===== src/rtl/bus_arb_pkg.sv =====
`timescale 1ns/1ps
package bus_arb_pkg;
    typedef enum logic [1:0] {
        BUS_OWNED  = 2'd0,
        BUS_LENT   = 2'd1,
        BUS_RETURN = 2'd2
    } arb_state_e;

    typedef struct packed {
        arb_state_e state;
        logic       breq;
    } arb_regs_t;
endpackage


===== src/rtl/bus_arb_sync.sv =====
`timescale 1ns/1ps
module bus_arb_sync #(
    parameter int                 STAGES    = 2,
    parameter int                 WIDTH     = 1,
    parameter logic [WIDTH-1:0]   RESET_VAL = '1
) (
    input  logic             clk,
    input  logic             rst_n,
    input  logic [WIDTH-1:0] async_i,
    output logic [WIDTH-1:0] sync_o
);
    logic [WIDTH-1:0] stage_q [STAGES];
    logic [WIDTH-1:0] stage_d [STAGES];

    generate
        for (genvar s = 0; s < STAGES; s++) begin : g_stage
            if (s == 0) begin : g_first
                always_comb stage_d[s] = async_i;
            end else begin : g_next
                always_comb stage_d[s] = stage_q[s-1];
            end

            always_ff @(posedge clk or negedge rst_n) begin
                if (!rst_n) stage_q[s] <= RESET_VAL;
                else        stage_q[s] <= stage_d[s];
            end
        end
    endgenerate

    assign sync_o = stage_q[STAGES-1];
endmodule


===== src/rtl/bus_arb_pin_owner.sv =====
`timescale 1ns/1ps
module bus_arb_pin_owner (
    input  logic clk,
    input  logic rst_n,
    input  logic en_i,
    output logic own_o
);
    logic own_d, own_q;

    always_comb begin
        own_d = own_q | en_i;
    end

    always_ff @(posedge clk or negedge rst_n) begin
        if (!rst_n) own_q <= 1'b0;
        else        own_q <= own_d;
    end

    assign own_o = own_q;
endmodule


===== src/rtl/bus_arb_core.sv =====
`timescale 1ns/1ps
module bus_arb_core
    import bus_arb_pkg::*;
(
    input  logic       clk,
    input  logic       rst_n,
    input  logic       en_i,
    input  logic       slave_i,
    input  logic       own_i,
    input  logic       req_i,
    input  logic       cend_i,
    input  logic       hold_act_i,
    input  logic       grant_act_i,
    output arb_state_e state_o,
    output logic       breq_o
);
    arb_regs_t cur_q, nxt_d;

    always_comb begin
        nxt_d = cur_q;
        if (slave_i) begin
            nxt_d.state = (own_i && !grant_act_i) ? BUS_LENT : BUS_OWNED;
        end else begin
            unique case (cur_q.state)
                BUS_OWNED: begin
                    if (en_i && hold_act_i && (!req_i || cend_i))
                        nxt_d.state = BUS_LENT;
                end
                BUS_LENT: begin
                    if (!hold_act_i)
                        nxt_d.state = BUS_RETURN;
                end
                BUS_RETURN: nxt_d.state = BUS_OWNED;
                default:    nxt_d.state = BUS_OWNED;
            endcase
        end
        nxt_d.breq = (nxt_d.state != BUS_OWNED) && (cur_q.breq || req_i);
    end

    always_ff @(posedge clk or negedge rst_n) begin
        if (!rst_n) begin
            cur_q.state <= BUS_OWNED;
            cur_q.breq  <= 1'b0;
        end else begin
            cur_q <= nxt_d;
        end
    end

    assign state_o = cur_q.state;
    assign breq_o  = cur_q.breq;
endmodule


===== src/rtl/bus_hold_arbiter.sv =====
`timescale 1ns/1ps
module bus_hold_arbiter
    import bus_arb_pkg::*;
#(
    parameter int SYNC_STAGES = 2
) (
    input  logic clk,
    input  logic rst_n,
    input  logic arb_en_i,
    input  logic slave_mode_i,
    input  logic ext_req_i,
    input  logic cycle_end_i,
    input  logic hold_n_i,
    input  logic hlda_n_i,
    output logic hlda_n_o,
    output logic hlda_oe_o,
    output logic breq_n_o,
    output logic bus_float_o,
    output logic ext_stall_o,
    output logic pin_own_o
);
    localparam int LINES = 2;

    logic [LINES-1:0] lines_sync;
    logic             own;
    logic             breq;
    arb_state_e       state;

    bus_arb_sync #(
        .STAGES   (SYNC_STAGES),
        .WIDTH    (LINES),
        .RESET_VAL({LINES{1'b1}})
    ) u_sync (
        .clk    (clk),
        .rst_n  (rst_n),
        .async_i({hold_n_i, hlda_n_i}),
        .sync_o (lines_sync)
    );

    bus_arb_pin_owner u_owner (
        .clk  (clk),
        .rst_n(rst_n),
        .en_i (arb_en_i),
        .own_o(own)
    );

    bus_arb_core u_core (
        .clk        (clk),
        .rst_n      (rst_n),
        .en_i       (arb_en_i),
        .slave_i    (slave_mode_i),
        .own_i      (own),
        .req_i      (ext_req_i),
        .cend_i     (cycle_end_i),
        .hold_act_i (~lines_sync[1]),
        .grant_act_i(~lines_sync[0]),
        .state_o    (state),
        .breq_o     (breq)
    );

    assign bus_float_o = (state != BUS_OWNED);
    assign hlda_n_o    = !((state == BUS_LENT) && !slave_mode_i);
    assign hlda_oe_o   = own && !slave_mode_i;
    assign breq_n_o    = !breq;
    assign ext_stall_o = ext_req_i && bus_float_o;
    assign pin_own_o   = own;
endmodule


===== config.mk =====
export PLATFORM = sky130hd
export DESIGN_NAME = bus_hold_arbiter
export DESIGN_NICKNAME = d
export VERILOG_FILES = /design/src/rtl/bus_arb_pkg.sv /design/src/rtl/bus_arb_sync.sv /design/src/rtl/bus_arb_pin_owner.sv /design/src/rtl/bus_arb_core.sv /design/src/rtl/bus_hold_arbiter.sv
export SDC_FILE = /design/constraint.sdc
export NUM_CORES = 1
export LEC_CHECK = 0
export BUFFER_PORTS_ARGS = -buffer_cell sky130_fd_sc_hd__buf_2
export CORE_AREA = 2 2 39 41
export CTS_CLUSTER_SIZE = 25
export DETAILED_ROUTE_END_ITERATION = 12
export DIE_AREA = 0 0 41 43
export PLACE_DENSITY = 0.57
export SLEW_MARGIN = 20
export SYNTH_ARGS = -nofsm -noshare
export SYNTH_HDL_FRONTEND = slang
export SYNTH_HIERARCHICAL = 1
export SYNTH_SLANG_ARGS = --single-unit

===== constraint.sdc =====
create_clock -name clk -period 1 [get_ports clk]
set_input_delay 0.15 -clock clk [delete_from_list [all_inputs] [get_ports clk]]
set_output_delay 0.15 -clock clk [all_outputs]
set_load 0.01 [all_outputs]

==> results of run 1 <==
metrics by stage:
stage	worst slack (ns)	hold WS [ns]	instance area, sq um	setup TNS [ns]
after detailed placement	-0.0110	-0.00121	409	-0.0110
after CTS	-0.279	0.106	473	-0.830
after global routing	-0.336	0.124	487	-1.11
after floorplan	0.0484	-0.146	309	0
final	-0.272	0.113	487	-0.798
after global placement	-0.00249	0.00136	409	-0.00249
timing repair:
item / 4_1_cts / 5_1_grt
setup endpoints to repair: 6 / 6
buffers inserted: 1 / 1
hold buffers: 3 / 0
resized for setup: 1 / 1
hold endpoints to repair: 10 / 0
pin swaps: 1 / 1
cell families (layout without fill, tap and decap cells):
group,Yosys count,in the layout,share of synthesized area
compound gates,4,4,0.0769
buf+inv,3,27,0.0364
flops,8,8,0.664
simple gates,12,12,0.223
worst min-delay path by stage:
stage,start,to,slack [ns],depth (start not counted)
3_3_place_gp,rst_n,u_core/state_o[0],0.001,1
5_1_grt,arb_en_i,u_owner/own_o,0.12,2
3_5_place_dp,rst_n,u_owner/own_o,-0.001,1
4_1_cts,arb_en_i,u_owner/own_o,0.11,2
2_1_floorplan,rst_n,u_core/breq_o,-0.15,0
6_report,arb_en_i,u_owner/own_o,0.11,2
registers in the layout (all words and copies together), names as in the netlist:
name,cells
u_sync/stage_d,2
u_sync/sync_o,2
u_core/breq_o,1
u_core/state_o,2
u_owner/own_o,1
layer usage:
layer	wire length, um	global-route usage
met5	0	0
met4	0	0.0200
met3	76	0.0785
met2	267	0.113
met1	255	0.0803
placed cells by master (no fill, tap or decap), drive strengths merged:
cell type / instances
buf: 17
dfrtp: 4
dfstp: 4
clkbuf: 4
inv: 3
dlygate4sd3: 3
nor2: 3
nand2: 2
or2: 2
o21a: 1
or3b: 1
nor2b: 1
nand2b: 1
a21oi: 1
nand3b: 1
o21ai: 1
nand4: 1
a31oi: 1
power by group:
| group | total, W | switching [W] | leakage, nW | internal [W] |
|---|---|---|---|---|
| logic | 0.000104 | 0.0000477 | 0.127 | 0.0000566 |
| registers | 0.000356 | 0.00000823 | 0.0897 | 0.000348 |
| clock network | 0.000269 | 0.000116 | 0.0150 | 0.000153 |
| total | 0.000729 | 0.000172 | 0.232 | 0.000558 |
layout make-up:
type                            instances  area share
Inverter                                3      0.0231
Sequential cell                         8       0.422
Tap cell                               16      0.0411
Timing Repair Buffer                   20       0.270
Clock buffer                            4      0.0540
Multi-Input combinational cell         16       0.190
==> summary.txt, run 1 <==
YOSYS
----------------------------------------------------------------------------------------------------
Syn. warnings .........................................................................            6
Library cells used by synthesis .......................................................           17
Register area share after synthesis ...................................................        0.664
Cell area after synthesis .............................................................    309 sq um
Number of standard cells after synthesis ..............................................           27
Most used standard cells in the synthesized netlist ................................... 4 x sky130_fd_sc_hd__dfrtp_1, 4 x sky130_fd_sc_hd__dfstp_2, 3 x sky130_fd_sc_hd__inv_1
Dominant synthesized flop cell ........................................................ sky130_fd_sc_hd__dfstp_2
Synthesized area per cell .............................................................   11.4 sq um
Async SR Flop Fraction ................................................................         1.00
Post-synth EDFFs ......................................................................            0
Area contributors post-synth .......................................................... sky130_fd_sc_hd__dfstp_2 34%, sky130_fd_sc_hd__dfrtp_1 32%, sky130_fd_sc_hd__inv_1 3.6%, sky130_fd_sc_hd__or3b_1 2.8%, sky130_fd_sc_hd__nand2_1 2.4%
Synth Register Bits ...................................................................            8
Synth top area share ..................................................................        0.340
Library cell with the largest summed area after synthesis ............................. sky130_fd_sc_hd__dfstp_2
Synthesized net count .................................................................           35

FLOORPLANNING
----------------------------------------------------------------------------------------------------
Initial core utilization ..............................................................        0.223
Die Y-Extent ..........................................................................        43 um
Core area .............................................................................   1380 sq um
IO Pins ...............................................................................           14
Die area ..............................................................................   1760 sq um
Die extent in x .......................................................................        41 um
Rows ..................................................................................           14

CRITICAL PATH
----------------------------------------------------------------------------------------------------
Reg-to-reg slack, setup ...............................................................     -0.01 ns
Logic depth of the worst setup path including buffers .................................            2
Critical Setup Path Class .............................................................      reg2out
Data arrival time of the critical path ................................................      1.12 ns
Worst reg2reg startpoint .............................................................. u_core/state_o[1]
Destination of the worst register-to-register timing path ............................. u_core/breq_o
Kind of launch point of the worst setup path ..........................................         flop
Type of destination of the critical path ..............................................   output pin
Crit path max-delay cell type ......................................................... sky130_fd_sc_hd__dfrtp_1
Endpoint required time on the critical path ...........................................      0.85 ns
Source of the critical timing path .................................................... u_core/state_o[1]
Cells along the critical path ......................................................... or3b_1 > buf_2
Maximum single-stage delay on the critical path .......................................      0.38 ns
Endpoint of the most critical setup path ..............................................     hlda_n_o
Largest delay contributor family on the critical path .................................   flip-flops
Number of cells on the worst reg-to-reg path ..........................................            4
Worst Path Buf+Inv ....................................................................            1
Crit path max fanout ..................................................................            3

ROUTING
----------------------------------------------------------------------------------------------------
Wirelength, routed ....................................................................       599 um
Via count .............................................................................          281
Vias per std cell .....................................................................         4.19
DRC errors left .......................................................................            0
Number of design-rule violations left by the first detailed-router iteration ..........            4
Antenna violation net count after detailed routing ....................................            0
Routed length per placed instance .....................................................      8.94 um
Detailed-router iteration count before antenna repair .................................            4

CTS
----------------------------------------------------------------------------------------------------
Num CTS Buffers .......................................................................            3
Clock-pin slew reported for the worst setup and hold paths after clock tree synthesis .      0.06 ns
Maximum count of clock buffers along a single path ....................................            2
TritonCTS clock tree ..................................................................          yes
Number of sinks on the clock net ......................................................            8
Root cell of the clock tree ........................................................... sky130_fd_sc_hd__clkbuf_4
Clock latency on the worst-skew pair ..................................................      0.26 ns
H-tree levels .........................................................................            1

TIMING
----------------------------------------------------------------------------------------------------
Final-report hold violation count .....................................................            0
Final setup margin ....................................................................    -0.272 ns
RSZ-0062 raised after global routing ..................................................         true
Achievable clock frequency ............................................................      786 MHz
Setup-failing EPs final ...............................................................            5
Count of final max-slew check failures ................................................            0
Fin crit share ........................................................................         1.27
Minimum clock period after layout .....................................................      1.27 ns
Tightest Pin Transition ...............................................................     0.176 ns
Headroom to the max-slew limit ........................................................        0.883
Fin Clk Skew ..........................................................................    0.0115 ns

FINISH
----------------------------------------------------------------------------------------------------
Final Util ............................................................................        0.352
Area of combinational cells with multiple inputs ......................................   92.6 sq um
Antenna fix cells .....................................................................            0
Share of post-route cells with drive strength above 1 .................................        0.510
Final std cells w/o fill ..............................................................           67
Register cell area after layout .......................................................    205 sq um
# fillers .............................................................................          145
Area growth from synthesis to final layout ............................................        57.5%
Final Net Count .......................................................................           60

JOB
----------------------------------------------------------------------------------------------------
Count of max-cap constraint violations ................................................            0

GLOBAL ROUTING
----------------------------------------------------------------------------------------------------
Overflow left after global routing ....................................................            0
Vias in the first global route ........................................................          224
Overall track demand over capacity in global routing ..................................       0.0793
Wire length of the first global-routing pass ..........................................       855 um
Initial antenna violation count .......................................................            0
Largest net degree at the start of global routing .....................................            9

POWER AND IR DROP
----------------------------------------------------------------------------------------------------
Peak ir drop on the vdd network .......................................................   0.000962 V
Total power consumption of the routed design ..........................................   0.000729 W
Leakage power summed over all cells ...................................................     0.232 nW
Power per standard cell area .......................................................... 1500 nW/um^2

WORST HOLD PATH
----------------------------------------------------------------------------------------------------
Hold WC Path Type .....................................................................       in2reg

PLACE
----------------------------------------------------------------------------------------------------
Dpl hpwl ..............................................................................       402 um
Count of buffers inserted at the top-level ports ......................................           13
Weighted congestion at the end of routability-driven global placement .................        0.714
Cell count after placement ............................................................           58

OUTCOME
----------------------------------------------------------------------------------------------------
Failing checks ........................................................................ negative setup slack
Outcome ............................................................................... finished, violations left

Note: power is estimated with default switching activity, not from simulation.
==> run 2, diff against run 1 <==
Settings changed: SETUP_SLACK_MARGIN set to 0.4.
==> run 2 against run 1 <==
The flow still finishes with violations (negative setup slack); global-route usage up 0.69 points; worst setup slack worse by 0.034 ns; cell area up 7.2%; die area unchanged; total power up 2.2%; critical path depth unchanged; critical path type unchanged; largest power group unchanged; highest routed layer unchanged.
==> summary.txt, run 2 (synthesis results as in run 1) <==
CRITICAL PATH
----------------------------------------------------------------------------------------------------
Crit path max fanout ..................................................................            3   unchanged
Kind of launch point of the worst setup path ..........................................         flop
Critical Setup Path Class .............................................................      reg2out
Endpoint required time on the critical path ...........................................      0.85 ns   about the same
Type of destination of the critical path ..............................................   output pin
Data arrival time of the critical path ................................................      1.16 ns   +0.04 ns

TIMING
----------------------------------------------------------------------------------------------------
Setup total negative slack ............................................................    -0.847 ns   -0.0487 ns
RSZ-0062 raised after global routing ..................................................         true
Final setup margin ....................................................................    -0.306 ns   -0.0343 ns
Headroom to the max-slew limit ........................................................        0.881   -0.00164
Achievable clock frequency ............................................................      766 MHz   -2.6%
Final-report hold violation count .....................................................            0   unchanged
Count of final max-slew check failures ................................................            0   unchanged
Fin Clk Skew ..........................................................................    0.0120 ns   +0.000528 ns
Setup-failing EPs final ...............................................................            4   -1
Fin crit share ........................................................................         1.31   +0.0343
WHS ...................................................................................  0.000979 ns   -0.112 ns
Tightest Pin Transition ...............................................................     0.178 ns   +0.00245 ns
Minimum clock period after layout .....................................................      1.31 ns   +0.0343 ns

FLOORPLANNING
----------------------------------------------------------------------------------------------------
Die extent in x .......................................................................        41 um   unchanged
IO Pins ...............................................................................           14   unchanged
Die area ..............................................................................   1760 sq um   unchanged
Initial core utilization ..............................................................        0.223   unchanged
Die Y-Extent ..........................................................................        43 um   unchanged
Rows ..................................................................................           14   unchanged
Core area .............................................................................   1380 sq um   unchanged

ROUTING
----------------------------------------------------------------------------------------------------
Routed length per placed instance .....................................................      9.84 um   +10%
DRC errors left .......................................................................            0   unchanged
Via count .............................................................................          277   -1.4%
Vias per std cell .....................................................................         4.13   -1.4%
Detailed-router iteration count before antenna repair .................................            1   -3
Antenna violation net count after detailed routing ....................................            0   unchanged
Wirelength, routed ....................................................................       659 um   +10%
Number of design-rule violations left by the first detailed-router iteration ..........            0   -4

POWER AND IR DROP
----------------------------------------------------------------------------------------------------
NetSw .................................................................................   0.000175 W   +1.5%
Cell internal power dissipation .......................................................   0.000571 W   +2.4%
Peak ir drop on the vdd network .......................................................   0.000884 V   -8.2%
Part of the power in combinational logic ..............................................        0.168   +0.025
Clock Power Share .....................................................................        0.354   -0.015
Leakage power summed over all cells ...................................................     0.255 nW   +9.7%
Power per standard cell area .......................................................... 1430 nW/um^2   -4.6%
Sw Share ..............................................................................        0.234   -0.00157
Sequential power share ................................................................        0.478   -0.010

PLACE
----------------------------------------------------------------------------------------------------
Dpl hpwl ..............................................................................       416 um   +3.5%
Weighted congestion at the end of routability-driven global placement .................        0.645   -9.5%
Count of buffers inserted at the top-level ports ......................................           13   unchanged

FINISH
----------------------------------------------------------------------------------------------------
Most common cell after layout, fill and taps aside .................................... sky130_fd_sc_hd__buf_2
# fillers .............................................................................          143   -1.4%
Final Util ............................................................................        0.377   +0.0253
Share of post-route cells with drive strength above 1 .................................        0.627   +0.118
Final Net Count .......................................................................           60   unchanged
Most frequent cells in the layout ..................................................... 10 x sky130_fd_sc_hd__buf_2, 5 x sky130_fd_sc_hd__buf_6, 4 x sky130_fd_sc_hd__buf_4, 4 x sky130_fd_sc_hd__dfrtp_1, 4 x sky130_fd_sc_hd__dfstp_2
Area growth from synthesis to final layout ............................................        68.8%
Antenna fix cells .....................................................................            0   unchanged

JOB
----------------------------------------------------------------------------------------------------
Count of max-cap constraint violations ................................................            0   unchanged

CTS
----------------------------------------------------------------------------------------------------
TritonCTS clock tree ..................................................................          yes
Hold-fix buffers, CTS .................................................................            1   -2
Clock-pin slew reported for the worst setup and hold paths after clock tree synthesis .      0.06 ns   about the same
Maximum count of clock buffers along a single path ....................................            2   unchanged
Clock latency on the worst-skew pair ..................................................      0.26 ns   about the same
Num CTS Buffers .......................................................................            3   unchanged
Number of sinks on the clock net ......................................................            8   unchanged
Root cell of the clock tree ........................................................... sky130_fd_sc_hd__clkbuf_4
H-tree levels .........................................................................            1   unchanged

OUTCOME
----------------------------------------------------------------------------------------------------
Outcome ............................................................................... finished, violations left
Failing checks ........................................................................ negative setup slack

GLOBAL ROUTING
----------------------------------------------------------------------------------------------------
Overall track demand over capacity in global routing ..................................       0.0861   +0.00685
Largest net degree at the start of global routing .....................................            9   unchanged
Wire length of the first global-routing pass ..........................................       952 um   +11%
Overflow left after global routing ....................................................            0   unchanged
Initial antenna violation count .......................................................            0   unchanged
Vias in the first global route ........................................................          218   -2.7%

WORST HOLD PATH
----------------------------------------------------------------------------------------------------
Hold WC Path Type .....................................................................       in2reg

## run 2: metal layers
metal / up-vias / part of all wire / wire length (um) / track usage
met5: - / 0 / 0 / 0
met4: 0 / 0 / 0 / 0.0400
met3: 0 / 0.076 / 50 / 0.0628
met2: 13 / 0.49 / 326 / 0.109
met1: 128 / 0.43 / 283 / 0.106
li1: 136 / - / - / -
## run 2: what timing repair did
action                     4_1_cts  5_1_grt
setup buffers                    1        2
gates resized for setup          4        4
setup endpoints to repair       10       10
gates cloned                     0        0
pin swaps                        0        1
hold endpoints to repair        10        2
## run 2: worst paths after layout
kind,from,endpoint,slack (ns),depth (start not counted)
max reg2reg,u_core/state_o[1],u_core/breq_o,0.01,4
min reg2reg,u_sync/stage_d[0],u_sync/sync_o[0],0.35,0
max in group asynchronous,rst_n,u_sync/stage_d[1],0.50,2
min in group asynchronous,rst_n,u_owner/own_o,0.26,2
max,u_core/state_o[1],hlda_n_o,-0.31,2
min,hlda_n_i,u_sync/stage_d[0],0.001,1
## run 2: stage by stage
step	total power [W]	worst slack, ns	std cells	cell area [sq um]
6_report	0.000746	-0.306	67	522
5_1_grt	0.000791	-0.343	67	522
4_1_cts	0.000748	-0.325	65	492
3_5_place_dp	0.000460	-0.0219	59	427
3_3_place_gp	0.000459	-0.0101	59	427
2_1_floorplan	0.000405	0.0815	27	319
## run 2: area by class of cell
type,instances,area (sq um),area share
multi-input cells,16,113,0.216
inverters,3,11.3,0.0216
flip-flops and latches,8,205,0.393
well taps,16,20.0,0.0384
clock buffers,4,26.3,0.0504
repair buffers,20,146,0.281
## run 2: power by group through the flow
stage               combinational (W)  sequential, W  clock, W
CTS                          0.000111       0.000356  0.000280
global placement            0.0000987       0.000360         0
finish                       0.000125       0.000356  0.000264
floorplan                   0.0000442       0.000361         0
global route                 0.000138       0.000357  0.000295
detailed placement          0.0000985       0.000361         0
## run 2: critical path: stages, from the launching register on
cell,delay (ns)
sky130_fd_sc_hd__dfrtp_1,0.39
sky130_fd_sc_hd__or3b_4,0.38
sky130_fd_sc_hd__buf_6,0.13
==> run 3, diff against run 2 <==
Settings changed: ABC_CLOCK_PERIOD_IN_PS set to 1500.
Clock period 1 ns to 1.5 ns, I/O delays scaled along.
==> run 3 against run 2 <==
The flow now finishes without violations; flip-flop and latch count unchanged; cell area is 8.6% lower; clock-buffer cell count stayed put; non-clock buffer count fell by 2; clock power decreased by 31%; clock skew is 0.0037 ns higher; core utilization fell by 3.3 points; worst setup slack better by 0.43 ns; sequential share of layout area increased by 3.7 points; total power shrank 34%; worst hold slack better by 0.075 ns; combinational power shrank 42%; critical endpoint unchanged.
==> summary.txt, run 3 (synthesis results as in run 1) <==
GLOBAL ROUTING
----------------------------------------------------------------------------------------------------
Largest net degree at the start of global routing .....................................            9   unchanged
Initial antenna violation count .......................................................            0   unchanged
Overall track demand over capacity in global routing ..................................       0.0893   +0.00322
Wire length of the first global-routing pass ..........................................       972 um   +2.1%
Vias in the first global route ........................................................          243   +11%
Overflow left after global routing ....................................................            0   unchanged

ROUTING
----------------------------------------------------------------------------------------------------
Via count .............................................................................          266   -4.0%
Length of routed met3 wiring ..........................................................        47 um   -6.0%
Top metal layer carrying routed signals ...............................................         met3
Metal1 wirelength .....................................................................       261 um   -7.8%
Routed length per placed instance .....................................................      9.46 um   -3.8%
DRC errors left .......................................................................            0   unchanged
Vias per std cell .....................................................................         4.09   -1.0%
Wirelength, routed ....................................................................       615 um   -6.7%
Detailed-router iteration count before antenna repair .................................            2   +1
Antenna violation net count after detailed routing ....................................            0   unchanged
Met2 Routed Length ....................................................................       306 um   -6.1%
Number of design-rule violations left by the first detailed-router iteration ..........            1   +1

PLACE
----------------------------------------------------------------------------------------------------
Dpl hpwl ..............................................................................       406 um   -2.4%
Standard cell area after detailed placement ...........................................    394 sq um   -7.6%
Count of buffers inserted at the top-level ports ......................................           13   unchanged
Weighted congestion at the end of routability-driven global placement .................        0.710   +9.9%
Worst Setup Slack post-DPL ............................................................     0.366 ns   +0.388 ns
Cell count after placement ............................................................           56   -5.1%

FLOORPLANNING
----------------------------------------------------------------------------------------------------
Die Y-Extent ..........................................................................        43 um   unchanged
Initial core utilization ..............................................................        0.223   unchanged
Core area .............................................................................   1380 sq um   unchanged
IO Pins ...............................................................................           14   unchanged
Die extent in x .......................................................................        41 um   unchanged
Die area ..............................................................................   1760 sq um   unchanged
Rows ..................................................................................           14   unchanged

TIMING
----------------------------------------------------------------------------------------------------
RSZ-0062 raised after global routing ..................................................         true
Setup total negative slack ............................................................         0 ns   +0.847 ns
Final-report hold violation count .....................................................            0   unchanged
Final setup margin ....................................................................     0.128 ns   +0.434 ns
Fin crit share ........................................................................        0.915
Minimum clock period after layout .....................................................      1.37 ns
Count of final max-slew check failures ................................................            0   unchanged
Fin Clk Skew ..........................................................................    0.0157 ns   +0.00369 ns
Achievable clock frequency ............................................................      729 MHz
Headroom to the max-slew limit ........................................................        0.865   -0.0157
Tightest Pin Transition ...............................................................     0.202 ns   +0.0236 ns
Setup-failing EPs final ...............................................................            0   -4

POWER AND IR DROP
----------------------------------------------------------------------------------------------------
Part of the power in combinational logic ..............................................        0.147   -0.021
Leakage power summed over all cells ...................................................     0.227 nW   -11%
Sw Share ..............................................................................        0.240   +0.00638
Total power consumption of the routed design ..........................................   0.000490 W   -34%
Sequential power share ................................................................        0.484   +0.006
Power per standard cell area .......................................................... 1030 nW/um^2   -28%
Clock Power Share .....................................................................        0.369   +0.015
NetSw .................................................................................   0.000118 W   -32%
Cell internal power dissipation .......................................................   0.000372 W   -35%
Peak ir drop on the vdd network .......................................................   0.000570 V   -36%

FINISH
----------------------------------------------------------------------------------------------------
Share of post-route cells with drive strength above 1 .................................        0.551   -0.0764
Antenna fix cells .....................................................................            0   unchanged
Most frequent cells in the layout ..................................................... 12 x sky130_fd_sc_hd__buf_2, 4 x sky130_fd_sc_hd__dfrtp_1, 4 x sky130_fd_sc_hd__dfstp_2
Area growth from synthesis to final layout ............................................        54.3%
Most common cell after layout, fill and taps aside .................................... sky130_fd_sc_hd__buf_2
Total non-filler cell area in the finished layout .....................................    477 sq um   -8.6%
Final std cells w/o fill ..............................................................           65   -3.0%
Final Net Count .......................................................................           58   -3.3%

CTS
----------------------------------------------------------------------------------------------------
TritonCTS clock tree ..................................................................          yes
Clock-pin slew reported for the worst setup and hold paths after clock tree synthesis .      0.07 ns   about the same
Root cell of the clock tree ........................................................... sky130_fd_sc_hd__clkbuf_4
Clock latency on the worst-skew pair ..................................................      0.26 ns   about the same
Num CTS Buffers .......................................................................            3   unchanged
Number of sinks on the clock net ......................................................            8   unchanged
H-tree levels .........................................................................            1   unchanged
Maximum count of clock buffers along a single path ....................................            2   unchanged

CRITICAL PATH
----------------------------------------------------------------------------------------------------
Kind of launch point of the worst setup path ..........................................         flop
Data arrival time of the critical path ................................................      1.15 ns   about the same
Crit path max fanout ..................................................................            4   +1
Type of destination of the critical path ..............................................   output pin
Critical Setup Path Class .............................................................      reg2out
Endpoint required time on the critical path ...........................................      1.27 ns   +0.42 ns

JOB
----------------------------------------------------------------------------------------------------
Count of max-cap constraint violations ................................................            0   unchanged

WORST HOLD PATH
----------------------------------------------------------------------------------------------------
Hold WC Path Type .....................................................................       in2reg

OUTCOME
----------------------------------------------------------------------------------------------------
Outcome ............................................................................... complete, no violations

-- run 3: metrics by stage --
| step | util | hold slack (ns) |
|---|---|---|
| after CTS | 0.342 | 0.0633 |
| after detailed placement | 0.285 | 0.0756 |
| after global routing | 0.344 | 0.0563 |
| final | 0.344 | 0.0757 |
| after floorplan | - | -0.0706 |
| after global placement | 0.285 | 0.0771 |
-- run 3: power by group through the flow --
| stage | Combinational [W] | Sequential [W] | Clock (W) |
|---|---|---|---|
| finish | 0.0000720 | 0.000237 | 0.000181 |
| global route | 0.0000827 | 0.000239 | 0.000197 |
| CTS | 0.0000703 | 0.000238 | 0.000189 |
| detailed placement | 0.0000540 | 0.000242 | 0 |
| global placement | 0.0000535 | 0.000241 | 0 |
| floorplan | 0.0000262 | 0.000240 | 0 |
-- run 3: worst max-delay path, stage by stage (launching register included) --
cell	delay [ns]
sky130_fd_sc_hd__dfrtp_1	0.39
sky130_fd_sc_hd__or3b_1	0.35
sky130_fd_sc_hd__buf_2	0.14
-- run 3: final timing paths --
path / startpoint / endpoint / slack [ns] / cells past startpoint
setup / recovery: u_core/state_o[0] / hlda_n_o / 0.13 / 2
hold / removal: hold_n_i / u_sync/stage_d[1] / 0.08 / 1
setup reg to reg: u_core/state_o[1] / u_core/breq_o / 0.39 / 5
hold reg to reg: u_sync/stage_d[0] / u_sync/sync_o[0] / 0.35 / 0
max in group asynchronous: rst_n / u_sync/sync_o[1] / 0.92 / 2
min in group asynchronous: rst_n / u_core/state_o[0] / 0.32 / 2
-- run 3: layout make-up --
| type | instances | area [sq um] |
|---|---|---|
| Fill cell | 149 | 907 |
| Tap cell | 16 | 20.0 |
| Clock buffer | 4 | 26.3 |
| Inverter | 3 | 11.3 |
| Timing Repair Buffer | 18 | 115 |
| Multi-Input combinational cell | 16 | 98.8 |
| Sequential cell | 8 | 205 |
-- run 3: layer usage --
metal / up-vias / track usage
met3: 0 / 0.0628
met5: - / 0
met4: 0 / 0.0400
li1: 131 / -
met2: 12 / 0.125
met1: 123 / 0.100
-- run 3: timing repair --
action | in CTS | in global routing
hold buffers | 1 | 0
hold endpoints to repair | 4 | 0
setup buffers | 4 | 0
setup endpoints to repair | 4 | 7
pin swaps | 2 | 2
resized for setup | 3 | 2
